## config.mk

```make
export PLATFORM = sky130hd
export DESIGN_NAME = rndwin_stage
export DESIGN_NICKNAME = d
export VERILOG_FILES = /design/src/rtl/rndwin_pkg.sv /design/src/rtl/rndwin_bank.sv /design/src/rtl/rndwin_window.sv /design/src/rtl/rndwin_stage.sv
export SDC_FILE = /design/constraint.sdc
export NUM_CORES = 1
export LEC_CHECK = 0
export BUFFER_PORTS_ARGS = -buffer_cell sky130_fd_sc_hd__buf_2
export CAP_MARGIN = 20
export CORE_AREA = 2 2 235 237
export DETAILED_ROUTE_END_ITERATION = 8
export DIE_AREA = 0 0 237 239
export PLACE_DENSITY = 0.76
export SYNTH_ARGS = -nofsm -noshare
export SYNTH_HDL_FRONTEND = slang
export SYNTH_SLANG_ARGS = --single-unit
```

## constraint.sdc

```tcl
create_clock -name clk -period 5.8 [get_ports clk]
set_clock_uncertainty 0.1 [all_clocks]
set_input_delay 0.58 -clock clk [delete_from_list [all_inputs] [get_ports clk]]
set_output_delay 0.58 -clock clk [all_outputs]
set_load 0.01 [all_outputs]
```

## src/rtl/rndwin_pkg.sv

```systemverilog
// Shared types and helpers for the round and window-select stage.
// Assumes: window codes are unsigned and compared against the largest legal shift.
package rndwin_pkg;

    // Bank chosen by the top bit of the load address.
    typedef enum logic {
        BANK_ROUND  = 1'b0,
        BANK_WINDOW = 1'b1
    } bank_sel_e;

    // Limit a window code to the largest legal shift.
    function automatic int clamp_shift(input int code, input int limit);
        return (code > limit) ? limit : code;
    endfunction

endpackage

```

## src/rtl/rndwin_bank.sv

```systemverilog
// Register bank with one write port and one combinational read port.
// Assumes: at most one write per cycle; the read returns pre-edge contents,
// so a write becomes visible to readers from the following cycle.
module rndwin_bank #(
    parameter int WIDTH = 32,
    parameter int DEPTH = 16,
    parameter int IDX_W = 4
) (
    input  logic                   clk,
    input  logic                   rst_n,
    input  logic                   wr_en,
    input  logic [IDX_W-1:0]       wr_idx,
    input  logic [WIDTH-1:0]       wr_data,
    input  logic [IDX_W-1:0]       rd_idx,
    output logic [WIDTH-1:0]       rd_data,
    output logic [DEPTH*WIDTH-1:0] flat_q
);

    logic [WIDTH-1:0] ent_q [DEPTH];

    for (genvar g = 0; g < DEPTH; g++) begin : g_ent
        // Hold one entry; clear on reset, load on a matching write.
        always_ff @(posedge clk) begin
            if (!rst_n) begin
                ent_q[g] <= '0;
            end else if (wr_en && (wr_idx == IDX_W'(g))) begin
                ent_q[g] <= wr_data;
            end
        end

        assign flat_q[g*WIDTH +: WIDTH] = ent_q[g];
    end

    // Read the addressed entry.
    assign rd_data = ent_q[rd_idx];

endmodule

```

## src/rtl/rndwin_window.sv

```systemverilog
// Bit-window selector: picks OUT_W contiguous bits of IN_W starting at the
// given code, with codes above IN_W-OUT_W clamped to the top window.
// Assumes: purely combinational; the caller registers the result.
module rndwin_window #(
    parameter int IN_W   = 32,
    parameter int OUT_W  = 16,
    parameter int CODE_W = 5
) (
    input  logic [CODE_W-1:0] code,
    input  logic [IN_W-1:0]   din,
    output logic [OUT_W-1:0]  dout
);

    localparam int MAX_SHIFT = IN_W - OUT_W;

    logic [OUT_W-1:0] cand [MAX_SHIFT+1];
    int               pick;

    for (genvar s = 0; s <= MAX_SHIFT; s++) begin : g_cand
        assign cand[s] = din[s +: OUT_W];
    end

    // Choose the candidate window after clamping the code.
    always_comb begin
        pick = rndwin_pkg::clamp_shift(int'(code), MAX_SHIFT);
        dout = cand[pick];
    end

endmodule

```

## src/rtl/rndwin_stage.sv

```systemverilog
// Round and window-select output stage.
// Stage 1 registers the sample and its context index. Stage 2 adds the indexed
// rounding constant (mod 2^ACC_W) and latches the indexed window code.
// Stage 3 registers the selected OUT_W-bit slice.
// Assumes: the load address top bit names the bank, the low bits the entry.
module rndwin_stage #(
    parameter int ACC_W  = 32,
    parameter int OUT_W  = 16,
    parameter int SEL_W  = 4,
    parameter int CODE_W = 5
) (
    input  logic               clk,
    input  logic               rst_n,
    input  logic [ACC_W-1:0]   acc_in,
    input  logic [SEL_W-1:0]   sel_in,
    input  logic               ld_en,
    input  logic [SEL_W:0]     ld_addr,
    input  logic [ACC_W-1:0]   ld_data,
    output logic [OUT_W-1:0]   dout
);
    import rndwin_pkg::*;

    localparam int DEPTH  = 1 << SEL_W;
    localparam int ADDR_W = SEL_W + 1;

    logic [ACC_W-1:0]        acc_q;
    logic [SEL_W-1:0]        sel_q;
    logic [ACC_W-1:0]        sum_q;
    logic [CODE_W-1:0]       code_q;
    logic [OUT_W-1:0]        dout_q;
    logic [ACC_W-1:0]        rnd_rd;
    logic [CODE_W-1:0]       code_rd;
    logic [OUT_W-1:0]        win_out;
    logic [DEPTH*ACC_W-1:0]  rnd_flat;
    logic [DEPTH*CODE_W-1:0] win_flat;
    bank_sel_e               ld_bank;
    logic                    wr_round;
    logic                    wr_window;

    // Decode the load address into a bank write strobe.
    always_comb begin
        ld_bank   = bank_sel_e'(ld_addr[ADDR_W-1]);
        wr_round  = ld_en && (ld_bank == BANK_ROUND);
        wr_window = ld_en && (ld_bank == BANK_WINDOW);
    end

    rndwin_bank #(.WIDTH(ACC_W), .DEPTH(DEPTH), .IDX_W(SEL_W)) u_round_bank (
        .clk     (clk),
        .rst_n   (rst_n),
        .wr_en   (wr_round),
        .wr_idx  (ld_addr[SEL_W-1:0]),
        .wr_data (ld_data),
        .rd_idx  (sel_q),
        .rd_data (rnd_rd),
        .flat_q  (rnd_flat)
    );

    rndwin_bank #(.WIDTH(CODE_W), .DEPTH(DEPTH), .IDX_W(SEL_W)) u_window_bank (
        .clk     (clk),
        .rst_n   (rst_n),
        .wr_en   (wr_window),
        .wr_idx  (ld_addr[SEL_W-1:0]),
        .wr_data (ld_data[CODE_W-1:0]),
        .rd_idx  (sel_q),
        .rd_data (code_rd),
        .flat_q  (win_flat)
    );

    // Stage 1: capture the sample together with its context index.
    always_ff @(posedge clk) begin
        if (!rst_n) begin
            acc_q <= '0;
            sel_q <= '0;
        end else begin
            acc_q <= acc_in;
            sel_q <= sel_in;
        end
    end

    // Stage 2: add the rounding constant (wrapping) and latch the window code.
    always_ff @(posedge clk) begin
        if (!rst_n) begin
            sum_q  <= '0;
            code_q <= '0;
        end else begin
            sum_q  <= acc_q + rnd_rd;
            code_q <= code_rd;
        end
    end

    rndwin_window #(.IN_W(ACC_W), .OUT_W(OUT_W), .CODE_W(CODE_W)) u_window (
        .code (code_q),
        .din  (sum_q),
        .dout (win_out)
    );

    // Stage 3: register the selected slice.
    always_ff @(posedge clk) begin
        if (!rst_n) begin
            dout_q <= '0;
        end else begin
            dout_q <= win_out;
        end
    end

    assign dout = dout_q;

endmodule

```

==> results.yml <==
worst_setup_path:
  crit_slowest_cell: "dfxtp_4"
  end_kind: "flop"
  path_cells: "buf_12 > mux4_2 > mux4_2 > ha_1 > a21o_1 > a221oi_1 > o311a_1 > o41ai_4 > a21oi_2 > o31ai_4 > a221oi_1 > xor2_1 > nor2_1"
  r2r_slack_ns: 0.99
  cp_num_buf_inv: 1
  max_stage_delay_ns: 0.70
  critPathTopFamily: "compound AO/OA/AOI/OAI gates"
  startpoint_type: "flop"
  crit_arrival_ns: 5.19
  required_ns: 6.18
  critPathMaxFanout: 23
  path_class: "reg2reg"
clock_network:
  cts_buffer_depth: 3
  clock_sinks: 681
  clk_pin_slew_ns: 0.06
  cts_made_buffers: 69
  cts_tree: "done"
  clk_latency_ns: 0.61
  cts-root-buf: "clkbuf_16"
  postCtsSetupBuffers: 0
  postCtsHoldBufs: 0
  ctsResizeCount: 0
  cts-htree-levels: 3
global_routing:
  use_met3: 0.0458
  grt_max_degree: 81
  grtUsageTotal: 0.286
  top_usage_layer: "met2"
  grt_pass1_vias: 18951
  overflow: 0
  use_met1: 0.360
  grt_pass1_wl_um: 118000
  grt_util_met2: 0.498
  antenna_found_initial: 4
layout:
  seq_area_um2: 19600
  area_delta_synth_final_pct: 11.0
  multi_input_comb_area_um2: 11600
  final_util: 0.647
  final_cells: 2981
  final_common_cell: "and2_1"
  diodes: 0
  final_cell_mix: "640 x and2_1, 592 x edfxtp_1, 191 x mux4_2"
  drive_gt1_frac: 0.208
  fill_cells: 3749
  layout.nets: 2332
place:
  hpwl_um: 44400
  portBuffers: 91
  dp.cells: 2857
  place_congestion: 0.851
logic_synthesis:
  synth_seq_area_share: 0.618
  syn_area_um2: 31600
  synthCells: 2187
  synth_cell_types: 46
  synthFlopType: "edfxtp_1"
  yosys_warnings: 0
  async_flop_share: 0
  synth_area_per_cell_um2: 14.5
  synth_nets: 2295
  ys_ff_latch: 681
  synth_edf_count: 592
floorplanning:
  core_um2: 54300
  rows: 86
  chipHeight_um: 239
  ios: 92
  die_width_um: 237
  die-area_um2: 56600
  start_util: 0.582
detailed_routing:
  drc: 0
  wirelength_um: 79200
  first_iter_violations: 1905
  final_antenna_net_count: 0
  avgViaCountPerCell: 6.24
  drtPass1Iterations: 5
  wl_per_cell_um: 26.6
  vias: 18590
power:
  leakage_nw: 12.5
  p_per_area_nw_per_um2: 328
  finalPower_mw: 11.5
  peakVddDrop_uv: 267
sta:
  max-slew-margin-rel: 0.269
  maxSlewViolCount: 0
  finalSetupTns_ns: 0
  fin_crit_sh: 0.830
  hold_viol_final: 0
  setup_violations: 0
  fin_hold_ws_ns: 0.0800
  max_freq_mhz: 208
  worstMarginPinSlew_ns: 1.10
  min_period_ns: 4.81
  rsz0062_at_grt: "false"
run_status:
  outcome: "completed"
flow_run:
  cap_viol_max_count: 0
worst_hold_path:
  hp-class: "in2reg"
==> cells by family (layout without fill, tap and decap cells) <==
group,Yosys count,count (layout),synth area share
AOI/OAI and AO/OA,159,159,0.0322
and+or+nand+nor,872,872,0.157
buffers and inverters,182,272,0.0223
adders and majority gates,32,32,0.0129
muxes,234,234,0.150
DFF,681,681,0.618
xor gates and xnor gates,27,27,0.00747
==> through the flow <==
step	area, um2	setup slack, ns
6_report	35100	0.986
2_1_floorplan	31600	0.932
4_1_cts	35100	0.994
3_3_place_gp	32900	1.18
3_5_place_dp	32900	1.03
5_1_grt	35100	0.762
==> worst register-to-register path, delay by kind of cell, from the launching register on <==
family,cells,cell delay (ns)
AO/OA/AOI/OAI,7,1.83
multiplexers,2,1.13
flip-flops,1,0.70
adder cells (fa/ha/maj),1,0.39
buffers and inverters,1,0.29
XOR/XNOR,1,0.19
AND/OR/NAND/NOR,1,0.05
==> area by class of cell <==
cell class              count  area share
flip-flops and latches    681       0.557
inverters                  11     0.00118
clock buffers              90      0.0540
repair buffers            137      0.0236
clock inverters            34     0.00887
multi-input cells        1324       0.330
well taps                 704      0.0251
==> sequential cells by signal, indices dropped and copies added, names as in the netlist <==
register and count:
u_round_bank.ent_q 512, u_window_bank.ent_q 80, code_q 5, sel_q 4, acc_q 32, dout 16
sum_q 32
==> power breakdown <==
group | internal (mW) | switching [mW] | total, mW
combinational | 0.569 | 0.769 | 1.34
clock | 2.53 | 1.84 | 4.37
sequential | 5.64 | 0.156 | 5.80
total | 8.74 | 2.76 | 11.5
==> final timing paths <==
path,startpoint,endpoint,cells past startpoint
max,sel_q[0]$_SDFF_PN0_,sum_q[26]$_SDFF_PN0_,13
max reg2reg,sel_q[0]$_SDFF_PN0_,sum_q[26]$_SDFF_PN0_,13
min,acc_in[21],acc_q[21]$_SDFF_PN0_,2
min reg2reg,sum_q[30]$_SDFF_PN0_,dout[14]$_SDFF_PN0_,2
==> per-layer routing <==
metal | vias up | share of wire
met5 | - | 0.00052
li1 | 8073 | -
met1 | 9376 | 0.37
met2 | 907 | 0.51
met3 | 228 | 0.081
met4 | 6 | 0.038
==> cell usage after synthesis (all sizes together) (2+ instances only) <==
| library cell | n | area share |
|---|---|---|
| a31oi | 6 | 0.0014 |
| a211oi | 12 | 0.0028 |
| o21ai | 45 | 0.0071 |
| nand4 | 3 | 0.00059 |
| a311oi | 10 | 0.0028 |
| nor2 | 107 | 0.013 |
| dfxtp | 89 | 0.056 |
| a21oi | 52 | 0.0083 |
| inv | 9 | 0.0011 |
| o31ai | 3 | 0.0011 |
| a21boi | 2 | 0.00047 |
| nand2b | 6 | 0.0012 |
| ha | 31 | 0.012 |
| clkinv | 2 | 0.00024 |
| a21o | 8 | 0.0019 |
| a221oi | 2 | 0.00055 |
| xor2 | 12 | 0.0033 |
| mux2 | 3 | 0.0011 |
| and3 | 7 | 0.0014 |
| mux4 | 191 | 0.14 |
| clkbuf | 147 | 0.017 |
| nor2b | 13 | 0.0026 |
| and2 | 640 | 0.13 |
| buf | 24 | 0.0036 |
| nand3 | 15 | 0.0024 |
| xnor2 | 15 | 0.0042 |
| o221ai | 2 | 0.00055 |
| mux2i | 40 | 0.013 |
| nand2 | 74 | 0.0088 |
| o21a | 2 | 0.00047 |
| a31o | 2 | 0.00055 |
| edfxtp | 592 | 0.56 |
| o21bai | 4 | 0.0011 |
| o211ai | 6 | 0.0014 |
| nor3 | 5 | 0.00079 |
Note: power is estimated with default switching activity, not from simulation.
